<file path="src/rtl/cascade_timer_pkg.sv">
`timescale 1ns/1ps
package cascade_timer_pkg;
   // Register port geometry
   localparam int unsigned ADDR_W     = 9;
   localparam int unsigned IDX_W      = 4;   // channel index field addr[7:4]
   localparam int unsigned MAX_CH     = 16;

   // Block control word bit positions
   localparam int unsigned MC_FREEZE  = 0;
   localparam int unsigned MC_OFF     = 1;

   // Channel control word bit positions
   localparam int unsigned CC_EN      = 0;
   localparam int unsigned CC_IE      = 1;
   localparam int unsigned CC_CHAIN   = 2;
   localparam int unsigned CC_W       = 3;

   // Flag register bit position
   localparam int unsigned FL_TIMEOUT = 0;

   // Register slot inside a channel window (addr[3:2])
   typedef enum logic [1:0] {
      SLOT_LOAD = 2'd0,
      SLOT_CUR  = 2'd1,
      SLOT_CTL  = 2'd2,
      SLOT_FLAG = 2'd3
   } slot_e;

   typedef struct packed {
      logic             mctl;
      logic             chan;
      logic [IDX_W-1:0] idx;
      slot_e            slot;
   } hit_t;

   typedef struct packed {
      logic chain;
      logic ie;
      logic en;
   } chctl_t;
endpackage

</file>
<file path="src/rtl/ct_addr_dec.sv">
`timescale 1ns/1ps
module ct_addr_dec
   import cascade_timer_pkg::*;
#(
   parameter int unsigned NCH = 4
) (
   input  logic [ADDR_W-1:0] addr_i,
   output hit_t              hit_o
);
   localparam logic [IDX_W-1:0] LAST_IDX = IDX_W'(NCH - 1);

   logic aligned;
   logic in_window;
   logic idx_ok;

   assign aligned   = (addr_i[1:0] == 2'b00);
   assign in_window = addr_i[8];
   assign idx_ok    = (addr_i[7:4] <= LAST_IDX);

   always_comb begin
      hit_o      = '0;
      hit_o.idx  = addr_i[7:4];
      hit_o.slot = slot_e'(addr_i[3:2]);
      hit_o.mctl = (addr_i == '0);
      hit_o.chan = in_window & aligned & idx_ok;
   end
endmodule

</file>
<file path="src/rtl/ct_channel.sv">
`timescale 1ns/1ps
module ct_channel
   import cascade_timer_pkg::*;
#(
   parameter int unsigned CNT_W     = 32,
   parameter int unsigned DATA_W    = 32,
   parameter bit          CAN_CHAIN = 1'b1
) (
   input  logic              clk,
   input  logic              rst_n,
   input  logic              run_i,
   input  logic              prev_expire_i,
   input  logic              wr_load_i,
   input  logic              wr_ctl_i,
   input  logic              wr_flag_i,
   input  logic [DATA_W-1:0] wdata_i,
   output logic [CNT_W-1:0]  load_o,
   output logic [CNT_W-1:0]  cur_o,
   output chctl_t            ctl_o,
   output logic              flag_o,
   output logic              expire_o,
   output logic              irq_o
);
   localparam logic [CNT_W-1:0] ONE = {{(CNT_W-1){1'b0}}, 1'b1};

   logic [CNT_W-1:0] load_q;
   logic [CNT_W-1:0] cur_q;
   chctl_t           ctl_q;
   logic             flag_q;
   logic             tick;
   logic             step;
   logic             at_zero;
   logic             restart;
   logic             clr_req;

   // Step source: every clock, or the lower neighbour's expiry
   generate
      if (CAN_CHAIN) begin : g_chainable
         assign tick = ctl_q.chain ? prev_expire_i : 1'b1;
      end else begin : g_free_running
         assign tick = 1'b1 | prev_expire_i;
      end
   endgenerate

   assign step     = ctl_q.en & run_i & tick;
   assign at_zero  = (cur_q == '0);
   assign expire_o = step & at_zero;
   assign restart  = wr_ctl_i & wdata_i[CC_EN] & ~ctl_q.en;
   assign clr_req  = wr_flag_i & wdata_i[FL_TIMEOUT];

   always_ff @(posedge clk) begin
      if (!rst_n) begin
         load_q <= '0;
      end else if (wr_load_i) begin
         load_q <= wdata_i[CNT_W-1:0];
      end
   end

   always_ff @(posedge clk) begin
      if (!rst_n) begin
         cur_q <= '0;
      end else if (restart) begin
         cur_q <= load_q;
      end else if (step) begin
         cur_q <= at_zero ? load_q : (cur_q - ONE);
      end
   end

   always_ff @(posedge clk) begin
      if (!rst_n) begin
         ctl_q <= '0;
      end else if (wr_ctl_i) begin
         ctl_q <= chctl_t'(wdata_i[CC_W-1:0]);
      end
   end

   // Expiry outranks a same-cycle clear
   always_ff @(posedge clk) begin
      if (!rst_n) begin
         flag_q <= 1'b0;
      end else if (expire_o) begin
         flag_q <= 1'b1;
      end else if (clr_req) begin
         flag_q <= 1'b0;
      end
   end

   assign load_o = load_q;
   assign cur_o  = cur_q;
   assign ctl_o  = ctl_q;
   assign flag_o = flag_q;
   assign irq_o  = flag_q & ctl_q.ie;
endmodule

</file>
<file path="src/rtl/cascade_timer.sv">
`timescale 1ns/1ps
module cascade_timer
   import cascade_timer_pkg::*;
#(
   parameter int unsigned NCH    = 4,
   parameter int unsigned CNT_W  = 32,
   parameter int unsigned DATA_W = 32
) (
   input  logic              clk,
   input  logic              rst_n,
   input  logic              dbg_halt_i,
   input  logic              sel_i,
   input  logic              wr_i,
   input  logic [ADDR_W-1:0] addr_i,
   input  logic [DATA_W-1:0] wdata_i,
   output logic [DATA_W-1:0] rdata_o,
   output logic [NCH-1:0]    irq_o
);
   // Elaboration-time parameter checks
   generate
      if (NCH < 1 || NCH > MAX_CH) begin : g_bad_nch
         $error("cascade_timer: NCH must be within 1..16");
      end
      if (CNT_W < 2 || CNT_W > DATA_W) begin : g_bad_cnt
         $error("cascade_timer: CNT_W must be within 2..DATA_W");
      end
      if (DATA_W < 8) begin : g_bad_data
         $error("cascade_timer: DATA_W must be at least 8");
      end
   endgenerate

   hit_t hit;
   logic wr_en;
   logic rd_en;
   logic freeze_q;
   logic off_q;
   logic run;

   logic [NCH-1:0][CNT_W-1:0] load_v;
   logic [NCH-1:0][CNT_W-1:0] cur_v;
   chctl_t [NCH-1:0]          ctl_v;
   logic [NCH-1:0]            flag_v;
   logic [NCH-1:0]            expire_v;
   logic [NCH-1:0]            prev_v;
   logic [NCH-1:0]            wr_load_v;
   logic [NCH-1:0]            wr_ctl_v;
   logic [NCH-1:0]            wr_flag_v;
   logic [DATA_W-1:0]         rd_next;
   logic [DATA_W-1:0]         mctl_word;

   ct_addr_dec #(.NCH(NCH)) u_dec (
      .addr_i (addr_i),
      .hit_o  (hit)
   );

   assign wr_en = sel_i & wr_i;
   assign rd_en = sel_i & ~wr_i;

   always_ff @(posedge clk) begin
      if (!rst_n) begin
         freeze_q <= 1'b0;
         off_q    <= 1'b1;
      end else if (wr_en && hit.mctl) begin
         freeze_q <= wdata_i[MC_FREEZE];
         off_q    <= wdata_i[MC_OFF];
      end
   end

   assign run = ~off_q & ~(freeze_q & dbg_halt_i);

   always_comb begin
      mctl_word            = '0;
      mctl_word[MC_FREEZE] = freeze_q;
      mctl_word[MC_OFF]    = off_q;
      mctl_word[2]         = 1'b1;
   end

   generate
      for (genvar n = 0; n < NCH; n++) begin : g_ch
         localparam logic [IDX_W-1:0] MY_IDX = IDX_W'(n);
         logic here;

         assign here         = wr_en & hit.chan & (hit.idx == MY_IDX);
         assign wr_load_v[n] = here & (hit.slot == SLOT_LOAD);
         assign wr_ctl_v[n]  = here & (hit.slot == SLOT_CTL);
         assign wr_flag_v[n] = here & (hit.slot == SLOT_FLAG);

         if (n == 0) begin : g_head
            assign prev_v[n] = 1'b0;
         end else begin : g_link
            assign prev_v[n] = expire_v[n-1];
         end

         ct_channel #(
            .CNT_W     (CNT_W),
            .DATA_W    (DATA_W),
            .CAN_CHAIN (n != 0)
         ) u_ch (
            .clk           (clk),
            .rst_n         (rst_n),
            .run_i         (run),
            .prev_expire_i (prev_v[n]),
            .wr_load_i     (wr_load_v[n]),
            .wr_ctl_i      (wr_ctl_v[n]),
            .wr_flag_i     (wr_flag_v[n]),
            .wdata_i       (wdata_i),
            .load_o        (load_v[n]),
            .cur_o         (cur_v[n]),
            .ctl_o         (ctl_v[n]),
            .flag_o        (flag_v[n]),
            .expire_o      (expire_v[n]),
            .irq_o         (irq_o[n])
         );
      end
   endgenerate

   // Read mux: one-hot over channels, zero when nothing matches
   always_comb begin
      rd_next = '0;
      if (rd_en) begin
         if (hit.mctl) begin
            rd_next = mctl_word;
         end else if (hit.chan) begin
            for (int n = 0; n < NCH; n++) begin
               if (hit.idx == IDX_W'(n)) begin
                  unique case (hit.slot)
                     SLOT_LOAD: rd_next = DATA_W'(load_v[n]);
                     SLOT_CUR:  rd_next = DATA_W'(cur_v[n]);
                     SLOT_CTL:  rd_next = DATA_W'(ctl_v[n]);
                     SLOT_FLAG: rd_next = DATA_W'(flag_v[n]);
                  endcase
               end
            end
         end
      end
   end

   always_ff @(posedge clk) begin
      if (!rst_n) begin
         rdata_o <= '0;
      end else begin
         rdata_o <= rd_next;
      end
   end
endmodule

</file>
<file path="config.mk">
export PLATFORM = sky130hd
export DESIGN_NAME = cascade_timer
export DESIGN_NICKNAME = d
export VERILOG_FILES = /design/src/rtl/cascade_timer_pkg.sv /design/src/rtl/ct_addr_dec.sv /design/src/rtl/ct_channel.sv /design/src/rtl/cascade_timer.sv
export SDC_FILE = /design/constraint.sdc
export NUM_CORES = 1
export LEC_CHECK = 0
export BUFFER_PORTS_ARGS = -buffer_cell sky130_fd_sc_hd__buf_2
export CELL_PAD_IN_SITES_DETAIL_PLACEMENT = 0
export CELL_PAD_IN_SITES_GLOBAL_PLACEMENT = 1
export CORE_MARGIN = 10
export CORE_UTILIZATION = 45
export DETAILED_ROUTE_END_ITERATION = 7
export PLACE_DENSITY_LB_ADDON = 0.05
export SLEW_MARGIN = 10
export SYNTH_ARGS = -nofsm -noshare
export SYNTH_HDL_FRONTEND = slang
export SYNTH_SLANG_ARGS = --single-unit
export TNS_END_PERCENT = 30
</file>
<file path="constraint.sdc">
create_clock -name clk -period 3.7 [get_ports clk]
set_clock_uncertainty 0.1 [all_clocks]
set_input_delay 0.74 -clock clk [delete_from_list [all_inputs] [get_ports clk]]
set_output_delay 0.74 -clock clk [all_outputs]
set_load 0.05 [all_outputs]
</file>
Yosys cells after proc, flatten, opt, wreduce, memory -nomap -nowiden
Index checks and enable logic that the tools add are counted. W data, S select, Z words.

Input bits: 46. Register bits after elaboration: 306. Output and inout port bits: 36. Word-level logic and storage cells: 151.

Multiplexer cells: 33. Eq/ne operators: 6. Reduce and logical (&&, ||, !) cells: 19. $add $sub $neg: 4. $lt $le $gt $ge: 1. Bitwise logic cells: 60.

Operators by type and width (number): $mux W32 (16); $pmux W32 S4 (4); $logic_not A32 Y1 (4); $sub A32 B1 Y32 const B (4); $and A1 B1 Y1 (50); $reduce_bool A2 Y1 (8); $mux W1 (11); $not A1 Y1 (10); $logic_not A9 Y1 (1); $eq A4 B2 Y1 const B (2); $mux W3 (2); $eq A2 B2 Y1 const B (2); $eq A4 B1 Y1 const B (1); $le A4 B2 Y1 const B (1); $logic_not A2 Y1 (2); $logic_not A4 Y1 (1); $reduce_or A4 Y1 (1); $eq A2 B1 Y1 const B (1); $reduce_and A2 Y1 (1); $logic_and A1 B1 Y1 (1).

Logic depth before layout (Yosys ltp)
Gate-level depths: netlist of the first run.

Word-level depth: 15. Depth in mapped cells: 12. Mapped depth without buffers: 10.

By module
Synthesis of the first run repeated with hierarchy kept, for this count alone.

Cells, all modules: 2030. Area total of the unflattened synthesis: 17326.6 sq um.

Modules (own cells, without submodules): ct_channel at g_ch[1].u_ch ... (sequential area each 1361.3 sq um, cells an instance 416, times used 3, area each 3464.6 sq um); ct_channel at g_ch[0].u_ch (sequential area each 1361.3 sq um, cells an instance 416, times used 1, area each 3507.1 sq um); cascade_timer (sequential area each 680.7 sq um, cells an instance 355, times used 1, area each 3344.5 sq um); ct_addr_dec (sequential area each 0.0 sq um, cells an instance 11, times used 1, area each 81.3 sq um).

Worst setup path before layout of the first run
No wires, ideal clock.

Path type: input -> register. Start: input addr_i[5]. End: register g_ch[0].u_ch.cur_q[2]. Setup slack: 0.207 ns. Arrival time: 3.265 ns. Data required time: 3.472 ns. Stages: 10. Library setup time: 0.128 ns. Cell sequence: clkbuf_1 or4_1 nor4_1 nand3b_1 a21bo_2 clkbuf_1 nor2_1 a22o_1 a22oi_1 nor2_1.

Longest elaborated chain between the ends: 8. Elaborated cells between the ends (all ways): 10. Classes of those cells: order compare: 1; mux: 1; bitwise: 6; reduce/logical: 2.

Ends and longest elaborated chain: from (decl) (RTL line cascade_timer.sv:14) `input logic [ADDR_W-1:0] addr_i,`; $le A4 B2 Y1 (RTL line ct_addr_dec.sv:18) `assign idx_ok = (addr_i[7:4] <= LAST_IDX);`; $and A1 B1 Y1 (RTL line ct_addr_dec.sv:25) `hit_o.chan = in_window & aligned & idx_ok;`; $and A1 B1 Y1 (RTL line cascade_timer.sv:83) `assign here = wr_en & hit.chan & (hit.idx == MY_IDX);`; $and A1 B1 Y1 (*) (RTL line cascade_timer.sv:83); $and A1 B1 Y1 (*) (RTL line cascade_timer.sv:85) `assign wr_ctl_v[n] = here & (hit.slot == SLOT_CTL);`; $and A1 B1 Y1 (*) (2 in a row) (RTL line ct_channel.sv:48) `assign restart = wr_ctl_i & wdata_i[CC_EN] & ~ctl_q.en;`; $mux W32 / $reduce_bool A2 Y1 (equally long branches); to (signal assigned) (RTL line ct_channel.sv:63) `cur_q <= load_q;`; to (signal assigned) (RTL line ct_channel.sv:65) `cur_q <= at_zero ? load_q : (cur_q - ONE);`; to (decl) (RTL line ct_channel.sv:27) `logic [CNT_W-1:0] cur_q;`.

Mark *: on every way between the ends. The rest lies on a longest branch, timed or not. A chain may end at the register's enable or synchronous reset.

Worst setup path after layout of the first run
Start: register g_ch[0].u_ch.cur_q[21]. End: register g_ch[3].u_ch.cur_q[13].

Longest elaborated chain between the ends: 11.

Ends and longest elaborated chain: $logic_not A32 Y1 (RTL line ct_channel.sv:46) `assign at_zero = (cur_q == '0);`; $and A1 B1 Y1 (RTL line ct_channel.sv:47) `assign expire_o = step & at_zero;`; $mux W1 (RTL line ct_channel.sv:39) `assign tick = ctl_q.chain ? prev_expire_i : 1'b1;`; $and A1 B1 Y1 (RTL line ct_channel.sv:45) `assign step = ctl_q.en & run_i & tick;`; $and A1 B1 Y1 (RTL line ct_channel.sv:47); $mux W1 (RTL line ct_channel.sv:39); $and A1 B1 Y1 (RTL line ct_channel.sv:45); $and A1 B1 Y1 (RTL line ct_channel.sv:47); $mux W1 (RTL line ct_channel.sv:39); $and A1 B1 Y1 (RTL line ct_channel.sv:45); $reduce_bool A2 Y1 (no line); to (signal assigned) (RTL line ct_channel.sv:63); to (signal assigned) (RTL line ct_channel.sv:65); to (decl) (RTL line ct_channel.sv:27).

No other way between the ends.

==> results of run 1 <==
power breakdown:
group	internal, mW	switching, mW	total [mW]	leakage, nW
combinational	0.0583	0.196	0.254	3.50
clock	2.35	1.53	3.88	0.634
sequential	3.29	0.000240	3.29	2.46
total	5.71	1.72	7.43	6.60
worst max-delay path, cell delays in order, from the launching register on:
cell	delay, ns
dfxtp_1	0.37
or4_1	0.61
buf_4	0.19
nor4_2	0.25
or4b_4	0.56
nor4_4	0.34
o21a_4	0.23
a31oi_4	0.11
buf_12	0.22
nand2b_1	0.25
o21ai_0	0.21
final cells by class:
class	instances	area, µm²	area share
repair buffers	169	1180	0.0627
clock buffers	56	1150	0.0610
multi-input cells	1718	9580	0.508
clock inverters	10	135	0.00717
inverters	23	91.3	0.00485
flip-flops and latches	306	6130	0.325
well taps	461	577	0.0306
kinds of logic after synthesis:
family	synth area share
compound gates	0.264
fa+ha+maj	0.00610
buf+inv	0.0477
flops	0.373
mux	0.0616
simple gates	0.248
metal layers:
layer,vias up,share of wire
li1,8048,-
met1,8101,0.45
met2,677,0.45
met3,108,0.073
met4,0,0.029
met5,-,0
synth_stat cells (all sizes together) (22+ instances only):
cell type / count
nand2: 424
inv: 23
mux2i: 29
a21oi: 318
o22ai: 43
nand3: 42
a22oi: 90
mux2: 56
nor4: 35
buf: 22
o21ai: 135
nor2: 194
nor3: 66
or3: 25
dfxtp: 306
and2: 28
clkbuf: 150
placed cells by master (no fill, tap or decap), drive strengths merged, types with 7 or more instances in the layout:
master and count:
o32ai 11, a21o 9, nand4 19, nor4 35, nand3 42, o21a 7, nand2 424, inv 24
o211ai 15, a211oi 16, clkbuf 56, a22oi 90, o31ai 12, and3 8, a2bb2oi 8, mux2 56
or4 20, mux2i 29, nor2 194, a31oi 18, buf 169, and2 28, nor2b 8, ha 8
or3 25, o221a 8, nand2b 9, a21oi 318, nor3 66, dfxtp 306, o21ai 135, o22ai 43
sequential cells by signal, indices dropped and copies added, names as in the netlist:
name	count
g_ch.u_ch.cur_o	128
off_q	1
rdata_o	32
g_ch.u_ch.load_o	128
g_ch.u_ch.ctl_o	12
freeze_q	1
g_ch.u_ch.flag_o	4
through the flow:
step                       util  cells
after global routing      0.527   2743
after global placement    0.491   2677
final                     0.527   2743
after floorplan               -   2219
after CTS                 0.527   2743
after detailed placement  0.491   2677
path summary, 6_finish.rpt:
path	start	endpoint	slack [ns]
setup / recovery	g_ch[0].u_ch.cur_o[21]$_SDFFE_PN0P_	g_ch[3].u_ch.cur_o[13]$_SDFFE_PN0P_	0.14
setup reg to reg	g_ch[0].u_ch.cur_o[21]$_SDFFE_PN0P_	g_ch[3].u_ch.cur_o[13]$_SDFFE_PN0P_	0.14
hold / removal	g_ch[2].u_ch.load_o[20]$_SDFFE_PN0P_	g_ch[2].u_ch.load_o[20]$_SDFFE_PN0P_	0.36
hold reg to reg	g_ch[2].u_ch.load_o[20]$_SDFFE_PN0P_	g_ch[2].u_ch.load_o[20]$_SDFFE_PN0P_	0.36
==> flow_summary.yaml, run 1 <==
status:
  status: "completed"
layout:
  antenna_cells: 0
  fin_nets: 2309
  area_growth_pct: 14.7
  fillCellCount: 3434
  postLayoutCellArea_um2: 18800
  drive_gt1_frac: 0.146
floorplanning:
  start_util: 0.459
  die_y_um: 211
  coreArea_um2: 35700
  fp-row-count: 69
  die_x_um: 211
  dieArea_um2: 44500
  io_pins: 82
clock_tree:
  clkLatencyLatePin_ns: 0.57
  cts_sinks: 306
  cts_setup_buffers: 0
  cts_resized: 0
  cts_tree: "built"
  cts_root_buffer: "clkbuf_16"
  cts_max_level: 2
  cts_made_buffers: 37
  clk_pin_slew_ns: 0.06
  postCtsHoldBufs: 0
  clockBufferDepth: 3
synth:
  yosysTopAreaCell: "dfxtp_1"
  yosysUniqueCellTypes: 69
  yosys_warnings: 0
  synth_ff_type: "dfxtp_1"
  yosysTopAreaCellShare: 0.373
  synth_edf_count: 0
  avgSynthCellArea_um2: 7.40
  syn_nets: 2273
  synthesis.area_um2: 16400
  ys_ff_latch: 306
  synthCells: 2219
  ys_async_sr_fraction: 0
  yosysSeqAreaShare: 0.373
  synth_area_leaders: "dfxtp_1 (37%), nand2_1 (9.7%), a21oi_1 (9.6%)"
route:
  drc: 0
  drt_wl_total_um: 62000
  vias: 16900
  dr.pass1.iters: 5
  ant_nets: 0
  routedWlPerCell_um: 22.6
  drt-initial-drc-count: 1695
  viasPerCell: 6.17
job:
  drv_cap: 0
global_route:
  use_met2: 0.420
  met3_usage: 0.0458
  use_met1: 0.375
  grt_overflow_total: 0
  grt_pass1_vias: 15700
  busiest_layer: "met2"
  grt_pass1_wl_um: 95100
  grtUsageTotal: 0.271
  grt_max_degree: 67
  antenna_found_initial: 0
sta:
  rsz0062_at_grt: "yes"
  finalMaxSlewViolations: 0
  tightest_slew_ns: 1.02
  fin_setup_tns_ns: 0
  relSlewSlack: 0.318
  finalHoldViolations: 0
  layout_min_cycle_time_ns: 3.56
  period_share: 0.963
  fmaxAchievable_ghz: 0.281
  setup_ws_ns: 0.138
  setup_viol: 0
  worst_hold_slack_ns: 0.355
worst_setup_path:
  cp_data_required_time_ns: 4.08
  critPathCaptureType: "flop"
  crit_type: "reg2reg"
  rr_worst_depth: 10
  cp.arrival_ns: 3.94
  crit_fanout: 60
  start_kind: "flop"
place:
  gp_congestion: 0.922
  pre_cts_ws_ns: 0.150
  hpwl_um: 43500
  portBuffers: 81
  placed_area_um2: 17500
power_and_ir_drop:
  ir_drop_mv: 0.402
  finalPower_mw: 7.43
  power_density_nw_per_um2: 394
  p_leak_nw: 6.60
hold_path:
  hp-class: "reg2reg"
  hold_depth: 2
Power figures use the tool's default switching activity.
==> run 2, diff against run 1 <==
- CORE_MARGIN: 10 -> default
- SKIP_CTS_REPAIR_TIMING: default -> 1
==> flow_summary.yaml, run 2 (synthesized netlist as in run 1, its figures left out) <==
place:
  dp_cells: 2684
  portBuffers: 81
  gp_congestion: 0.899
  pre_cts_ws_ns: 0.166
  placed_area_um2: 17600
  hpwl_um: 43100
clock_tree:
  clk_pin_slew_ns: 0.06
  cts_root_buffer: "clkbuf_16"
  cts_made_buffers: 37
  clkLatencyLatePin_ns: 0.55
  cts_tree: "built"
  cts_sinks: 306
  cts_max_level: 2
  clockBufferDepth: 3
sta:
  fmaxAchievable_ghz: 0.280
  setup_viol: 0
  period_share: 0.967
  tightest_slew_ns: 1.02
  fin_setup_tns_ns: 0
  rsz0062_at_grt: "yes"
  finalMaxSlewViolations: 0
  relSlewSlack: 0.315
  worst_hold_slack_ns: 0.365
  setup_ws_ns: 0.123
  layout_min_cycle_time_ns: 3.58
  finalHoldViolations: 0
global_route:
  grtUsageTotal: 0.328
  grt_pass1_wl_um: 93400
  grt_max_degree: 86
  antenna_found_initial: 1
  grt_pass1_vias: 15400
  grt_overflow_total: 0
power_and_ir_drop:
  finalPower_mw: 7.36
  p_sw_mw: 1.69
  combPwrFrac: 0.035
  p_sw_frac: 0.229
  clkPwrFrac: 0.517
  p_leak_nw: 6.62
  power_density_nw_per_um2: 390
  seq_power_share: 0.448
  internal-power_mw: 5.67
  ir_drop_mv: 0.241
route:
  vias: 16900
  viasPerCell: 6.17
  ant_nets: 0
  drt_wl_total_um: 61400
  dr.pass1.iters: 7
  drt-initial-drc-count: 1413
  routedWlPerCell_um: 22.4
  drc: 4
floorplanning:
  coreArea_um2: 35700
  io_pins: 82
  die_y_um: 193
  die_x_um: 193
  dieArea_um2: 37300
  fp-row-count: 69
  start_util: 0.459
job:
  drv_cap: 0
worst_setup_path:
  crit_fanout: 18
  cp_data_required_time_ns: 4.05
  crit_start: "g_ch[0].u_ch.cur_o[1]$_SDFFE_PN0P_"
  cp.arrival_ns: 3.93
  crit_type: "reg2reg"
  r2r_start: "g_ch[0].u_ch.cur_o[1]$_SDFFE_PN0P_"
  worst-r2r-setup-slack_ns: 0.12
  critPathCaptureType: "flop"
  start_kind: "flop"
layout:
  area_growth_pct: 14.9
  final_core_util: 0.528
  final_common_cell: "nand2_1"
  drive_gt1_frac: 0.148
  fillCellCount: 3569
  mostFrequentLayoutCells: "nand2_1 (424), a21oi_1 (315), dfxtp_1 (306)"
  final_cells: 2748
  postLayoutCellArea_um2: 18900
  fin_nets: 2316
hold_path:
  hold_path.startpoint: "g_ch[2].u_ch.load_o[20]$_SDFFE_PN0P_"
  hp-class: "reg2reg"
status:
  violations: "design-rule violations"
  status: "complete, but fails checks"
[run 2: path summary, 6_finish.rpt]
kind                                                              to  cells past startpoint
worst max-delay path             g_ch[2].u_ch.cur_o[27]$_SDFFE_PN0P_                     11
worst min register to register  g_ch[2].u_ch.load_o[20]$_SDFFE_PN0P_                      2
worst min-delay path            g_ch[2].u_ch.load_o[20]$_SDFFE_PN0P_                      2
worst max register to register   g_ch[2].u_ch.cur_o[27]$_SDFFE_PN0P_                     11
[run 2: area by class of cell]
cell class,instances,area (µm²),share of cell area
Multi-Input combinational cell,1718,9560,0.507
Timing Repair Buffer,176,1270,0.0674
Clock buffer,48,1040,0.0550
Inverter,23,91.3,0.00484
Clock inverter,15,203,0.0107
Tap cell,461,577,0.0306
Antenna cell,1,2.50,0.000133
Sequential cell,306,6130,0.325
[run 2: power groups by stage]
stage / Sequential (mW) / Combinational (mW) / Clock [mW]
after floorplan: 3.37 / 0.124 / 0
after global placement: 3.37 / 0.250 / 0
after detailed placement: 3.37 / 0.250 / 0
after CTS: 3.29 / 0.250 / 3.86
after global routing: 3.29 / 0.264 / 3.99
final: 3.29 / 0.256 / 3.81
[run 2: per-layer routing]
layer / part of all wire / vias up / track usage
li1: - / 8081 / -
met1: 0.45 / 8140 / 0.469
met2: 0.45 / 628 / 0.513
met3: 0.068 / 93 / 0.0431
met4: 0.029 / 0 / 0.101
met5: 0 / - / 0
[run 2: worst max-delay path, stage by stage, from the launching register on]
cell and delay [ns]:
dfxtp_1 0.34, inv_1 0.08, ha_1 0.16, or4b_2 0.61
or4_1 0.40, or3_1 0.41, o41ai_1 0.50, a21oi_2 0.26
buf_4 0.27, nor2_1 0.10, nor2_1 0.05, a211oi_1 0.19
